<file path="config.mk">
export PLATFORM = sky130hd
export DESIGN_NAME = piso_chain_reg
export DESIGN_NICKNAME = d
export VERILOG_FILES = /design/src/rtl/piso_chain_pkg.sv /design/src/rtl/piso_chain_ctl.sv /design/src/rtl/piso_chain_dp.sv /design/src/rtl/piso_chain_reg.sv
export SDC_FILE = /design/constraint.sdc
export NUM_CORES = 1
export LEC_CHECK = 0
export ABC_AREA = 1
export ABC_CLOCK_PERIOD_IN_PS = 1000
export BUFFER_PORTS_ARGS = -buffer_cell sky130_fd_sc_hd__clkbuf_2
export CAP_MARGIN = 40
export CORE_AREA = 10 10 47 49
export CTS_BUF_LIST = sky130_fd_sc_hd__clkbuf_2
export DETAILED_ROUTE_END_ITERATION = 16
export DIE_AREA = 0 0 57 59
export HOLD_SLACK_MARGIN = 0.05
export PLACE_DENSITY = 0.72
export RECOVER_POWER = 50
export SETUP_SLACK_MARGIN = 0.05
export SYNTH_ARGS = -nofsm -noshare
export SYNTH_HDL_FRONTEND = slang
export SYNTH_SLANG_ARGS = --single-unit
</file>
<file path="constraint.sdc">
create_clock -name sysClk -period 1 [get_ports sysClk]
set_clock_uncertainty 0.2 [all_clocks]
set_input_delay 0.15 -clock sysClk [delete_from_list [all_inputs] [get_ports sysClk]]
set_output_delay 0.15 -clock sysClk [all_outputs]
set_load 0.02 [all_outputs]
</file>
<file path="src/rtl/piso_chain_pkg.sv">
package piso_chain_pkg;

  // Strobes passed from control to datapath each system cycle
  typedef struct packed {
    logic loadStb;   // copy parallel word into all stages
    logic shiftStb;  // move every stage one place toward the last
  } chainCtl_t;

endpackage

</file>
<file path="src/rtl/piso_chain_ctl.sv">
module piso_chain_ctl
  import piso_chain_pkg::*;
(
  input  logic      sysClk,
  input  logic      sysRst,
  input  logic      shiftClk,
  input  logic      clkEnN,
  input  logic      loadN,
  output chainCtl_t ctlStb
);

  logic combClk;
  logic combPrev;

  // Gated-OR: either input may serve as clock, the other as enable
  assign combClk = shiftClk | clkEnN;

  // Previous combined value; reset high so no edge is seen right after reset
  always_ff @(posedge sysClk) begin
    if (sysRst) begin
      combPrev <= 1'b1;
    end else begin
      combPrev <= combClk;
    end
  end

  always_comb begin
    ctlStb          = '0;
    ctlStb.loadStb  = ~loadN;
    ctlStb.shiftStb = loadN & combClk & ~combPrev;
  end

endmodule

</file>
<file path="src/rtl/piso_chain_dp.sv">
module piso_chain_dp
  import piso_chain_pkg::*;
#(
  parameter int WIDTH = 8
) (
  input  logic             sysClk,
  input  logic             sysRst,
  input  chainCtl_t        ctlStb,
  input  logic [WIDTH-1:0] parIn,
  input  logic             serIn,
  output logic [WIDTH-1:0] stageQ
);

  localparam int LAST = WIDTH - 1;

  logic [WIDTH-1:0] shiftIn;
  logic [WIDTH-1:0] stageNext;

  // Source of each stage on a shift: serial input for stage 0, neighbour otherwise
  genvar gi;
  generate
    for (gi = 0; gi < WIDTH; gi++) begin : g_stage
      if (gi == 0) begin : g_head
        assign shiftIn[gi] = serIn;
      end else begin : g_body
        assign shiftIn[gi] = stageQ[gi-1];
      end

      always_comb begin
        if (ctlStb.loadStb) begin
          stageNext[gi] = parIn[gi];
        end else if (ctlStb.shiftStb) begin
          stageNext[gi] = shiftIn[gi];
        end else begin
          stageNext[gi] = stageQ[gi];
        end
      end
    end
  endgenerate

  always_ff @(posedge sysClk) begin
    if (sysRst) begin
      stageQ <= '0;
    end else begin
      stageQ <= stageNext;
    end
  end

  // LAST kept as the named tap for the serial outputs at the top
  logic unusedLast;
  assign unusedLast = stageQ[LAST];

endmodule

</file>
<file path="src/rtl/piso_chain_reg.sv">
module piso_chain_reg
  import piso_chain_pkg::*;
#(
  parameter int WIDTH = 8
) (
  input  logic             sysClk,
  input  logic             sysRst,
  input  logic             shiftClk,
  input  logic             clkEnN,
  input  logic             loadN,
  input  logic [WIDTH-1:0] parIn,
  input  logic             serIn,
  output logic             serOut,
  output logic             serOutN
);

  localparam int LAST = WIDTH - 1;

  chainCtl_t        ctlStb;
  logic [WIDTH-1:0] stageQ;

  piso_chain_ctl ctl_i (
    .sysClk   (sysClk),
    .sysRst   (sysRst),
    .shiftClk (shiftClk),
    .clkEnN   (clkEnN),
    .loadN    (loadN),
    .ctlStb   (ctlStb)
  );

  piso_chain_dp #(.WIDTH(WIDTH)) dp_i (
    .sysClk (sysClk),
    .sysRst (sysRst),
    .ctlStb (ctlStb),
    .parIn  (parIn),
    .serIn  (serIn),
    .stageQ (stageQ)
  );

  assign serOut  = stageQ[LAST];
  assign serOutN = ~stageQ[LAST];

endmodule

</file>
==> impl_metrics.py <==
metrics = {
    "power": {
        "p_clk_share_pct": 28.0,
        "p_sw_uw": 252,
        "irDropWorstVdd_mv": 0.723,
        "power_switching_share_pct": 29.9,
        "p_int_uw": 592,
        "leakage_nw": 0.343,
        "pwr-share-comb_pct": 24.6,
        "cellPowerDensity_nw_per_um2": 1230,
        "pwr-share-seq_pct": 47.5,
    },
    "routing": {
        "num_vias": 492,
        "wl_per_cell_um": 10.3,
        "drtAntennaViolNets": 0,
        "drt-met1-wl_um": 412,
        "met2_wirelength_um": 626,
        "wl_met3_um": 100,
        "vias_per_cell": 4.39,
        "first_pass_iters": 4,
        "drc": 0,
        "routed.top_layer": "met4",
        "routed_wl_mm": 1.15,
        "drt_iter0_drc": 8,
    },
    "global_routing": {
        "grt_start_max_net_pins": 10,
        "grtUsageTotal_pct": 7.25,
        "grt.overflow.total": 0,
        "grt_pass1_wl_mm": 1.94,
        "grt_pass1_vias": 452,
        "antenna_found_initial": 0,
    },
    "clock_network": {
        "clock_tree.buffer_depth": 2,
        "clock-sinks": 9,
        "htreeDepth": 1,
        "numCtsBuffers": 3,
        "cts_tree": "yes",
        "cts_root_buffer": "clkbuf_2",
        "path_clk_slew_ns": 0.10,
        "clk_latency_ns": 0.25,
    },
    "critical_path": {
        "start_kind": "flop",
        "crit_type": "flop to primary output",
        "cp.required_ns": 0.65,
        "timing.critical_path.to": "serOutN",
        "path_max_fanout": 2,
        "r2r_start": "ctl_i.combPrev",
        "crit_arrival_ns": 0.75,
        "reg2reg_depth": 5,
        "r2r-end": "dp_i.stageQ[7]",
        "startpoint": "dp_i.stageQ[7]",
        "crit_path_end_kind": "primary output",
        "rrSetupSlack_ns": -0.06,
    },
    "finish": {
        "nets": 111,
        "antennaDiodeCount": 0,
        "areaGrowthSynthToFinish_pct": 37.1,
        "final_common_cell": "nand2_1",
        "drive_above_1_share_pct": 46.9,
        "final_area_um2": 684,
        "n_fill_cell": 158,
        "final_cell_mix": "nand2_1 (18), clkbuf_2 (16), nor2_1 (12), o21a_1 (7), dfxtp_1 (7)",
    },
    "floorplanning": {
        "io_pins": 16,
        "row_count": 14,
        "fp.coreArea_um2": 1400,
        "fp.dieArea_um2": 3360,
        "dieHeight_um": 59,
        "initial_core_util_pct": 35.6,
        "die_w_um": 57,
    },
    "worst_hold_path": {
        "min_path_type": "input port to flop",
    },
    "sta": {
        "hold_slack_ns": -0.0994,
        "fmax_mhz": 910,
        "min_period_ns": 1.10,
        "grt_setup_unrepaired": "yes",
        "setup_slack_ns": -0.0991,
        "fin_setup_tns_ns": -0.591,
        "maxSlewViolCount": 0,
        "tightest_slew_ns": 0.236,
        "slew-limit-headroom_pct": 84.2,
        "hold_viol": 1,
        "fin_crit_sh_pct": 110,
        "finalSetupViolCount": 10,
    },
    "placement": {
        "dpl_cell_area_um2": 588,
        "place_ws_ns": -0.103,
        "place_hpwl_um": 791,
        "gp_congestion": 0.705,
        "port_buffers": 15,
    },
    "run_status": {
        "violations": "negative hold slack, negative setup slack",
        "status": "complete, but fails checks",
    },
    "synth": {
        "post_synth_num_cell_types": 16,
        "ys_seq_area_share_pct": 36.1,
        "syn-mean-instance-area_um2": 6.75,
        "syn_nets": 88,
        "synth-seq-cells": 9,
        "ys_warn_count": 0,
        "syn-cell-area_um2": 499,
        "synth_cells": 74,
    },
    "job": {
        "drv_cap": 0,
    },
}
## cells by family (layout without fill, tap and decap cells)
group | Yosys count | count (layout) | share of synthesized area [%]
compound gates | 10 | 10 | 14.3
buf+inv | 14 | 35 | 17.5
flops | 9 | 9 | 36.1
simple gates | 41 | 42 | 32.1
## routing by layer
| metal | vias to the layer above | track usage, % |
|---|---|---|
| met1 | 209 | 6.99 |
| met3 | 2 | 4.72 |
| met2 | 17 | 12.6 |
| met4 | 0 | 2.01 |
| met5 | - | 0 |
| li1 | 264 | - |
## timing repair
action,in CTS,in global routing
buffers inserted,1,0
pin swaps,4,2
resized for setup,12,8
endpoints found under the hold margin,2,1
setup endpoints to repair,10,10
gates cloned,1,0
## power by group through the flow
stage               clock network (mW)  registers (mW)  logic (mW)
floorplan                            0           0.409       0.119
global placement                     0           0.406       0.164
detailed placement                   0           0.407       0.167
CTS                              0.249           0.400       0.195
global route                     0.268           0.404       0.233
finish                           0.236           0.401       0.207
## cell usage after synthesis (all sizes together)
cell type,number,area (um2)
o21ai,2,13.8
or3,1,6.26
nand3,1,5.00
a21oi,1,5.00
dfxtp,9,180
inv,7,26.3
clkinv,1,8.76
buf,3,37.5
o21a,7,52.6
clkinvlp,3,15.0
nand2,24,92.6
nor2,15,56.3
## registers in the layout, summed over array words and instances, names as in the netlist
| register | flops |
|---|---|
| ctl_i.combPrev | 1 |
| dp_i.stageQ | 8 |
## how the worst min path moves through the flow
stage / cells after the start / slack, ns / end / from
final: 2 / -0.1 / ctl_i.combPrev / sysRst
after global routing: 2 / -0.11 / ctl_i.combPrev / sysRst
after CTS: 2 / -0.10 / ctl_i.combPrev / sysRst
after detailed placement: 2 / 0.17 / ctl_i.combPrev / sysRst
after global placement: 2 / 0.16 / ctl_i.combPrev / sysRst
after floorplan: 1 / 0.05 / ctl_i.combPrev / shiftClk
## through the flow
step / total power, mW / util, % / instances / hold slack, ns
3_5_place_dp: 0.574 / 42.0 / 106 / 0.169
4_1_cts: 0.843 / 47.6 / 112 / -0.102
2_1_floorplan: 0.528 / - / 74 / 0.0488
3_3_place_gp: 0.569 / 42.0 / 106 / 0.155
6_report: 0.844 / 48.8 / 112 / -0.0994
5_1_grt: 0.906 / 48.8 / 112 / -0.111
## cell type report
type / instances / area, um2 / area share (%)
Multi-Input combinational cell: 52 / 284 / 41.5
Clock buffer: 4 / 20.0 / 2.93
Timing Repair Buffer: 20 / 128 / 18.6
Inverter: 11 / 50.0 / 7.31
Tap cell: 16 / 20.0 / 2.93
Sequential cell: 9 / 183 / 26.7
## critical path, stage by stage (launching register included)
cell,delay [ns]
dfxtp_2,0.34
inv_2,0.04
buf_8,0.12
No activity file was read; power rests on OpenSTA's default activity.
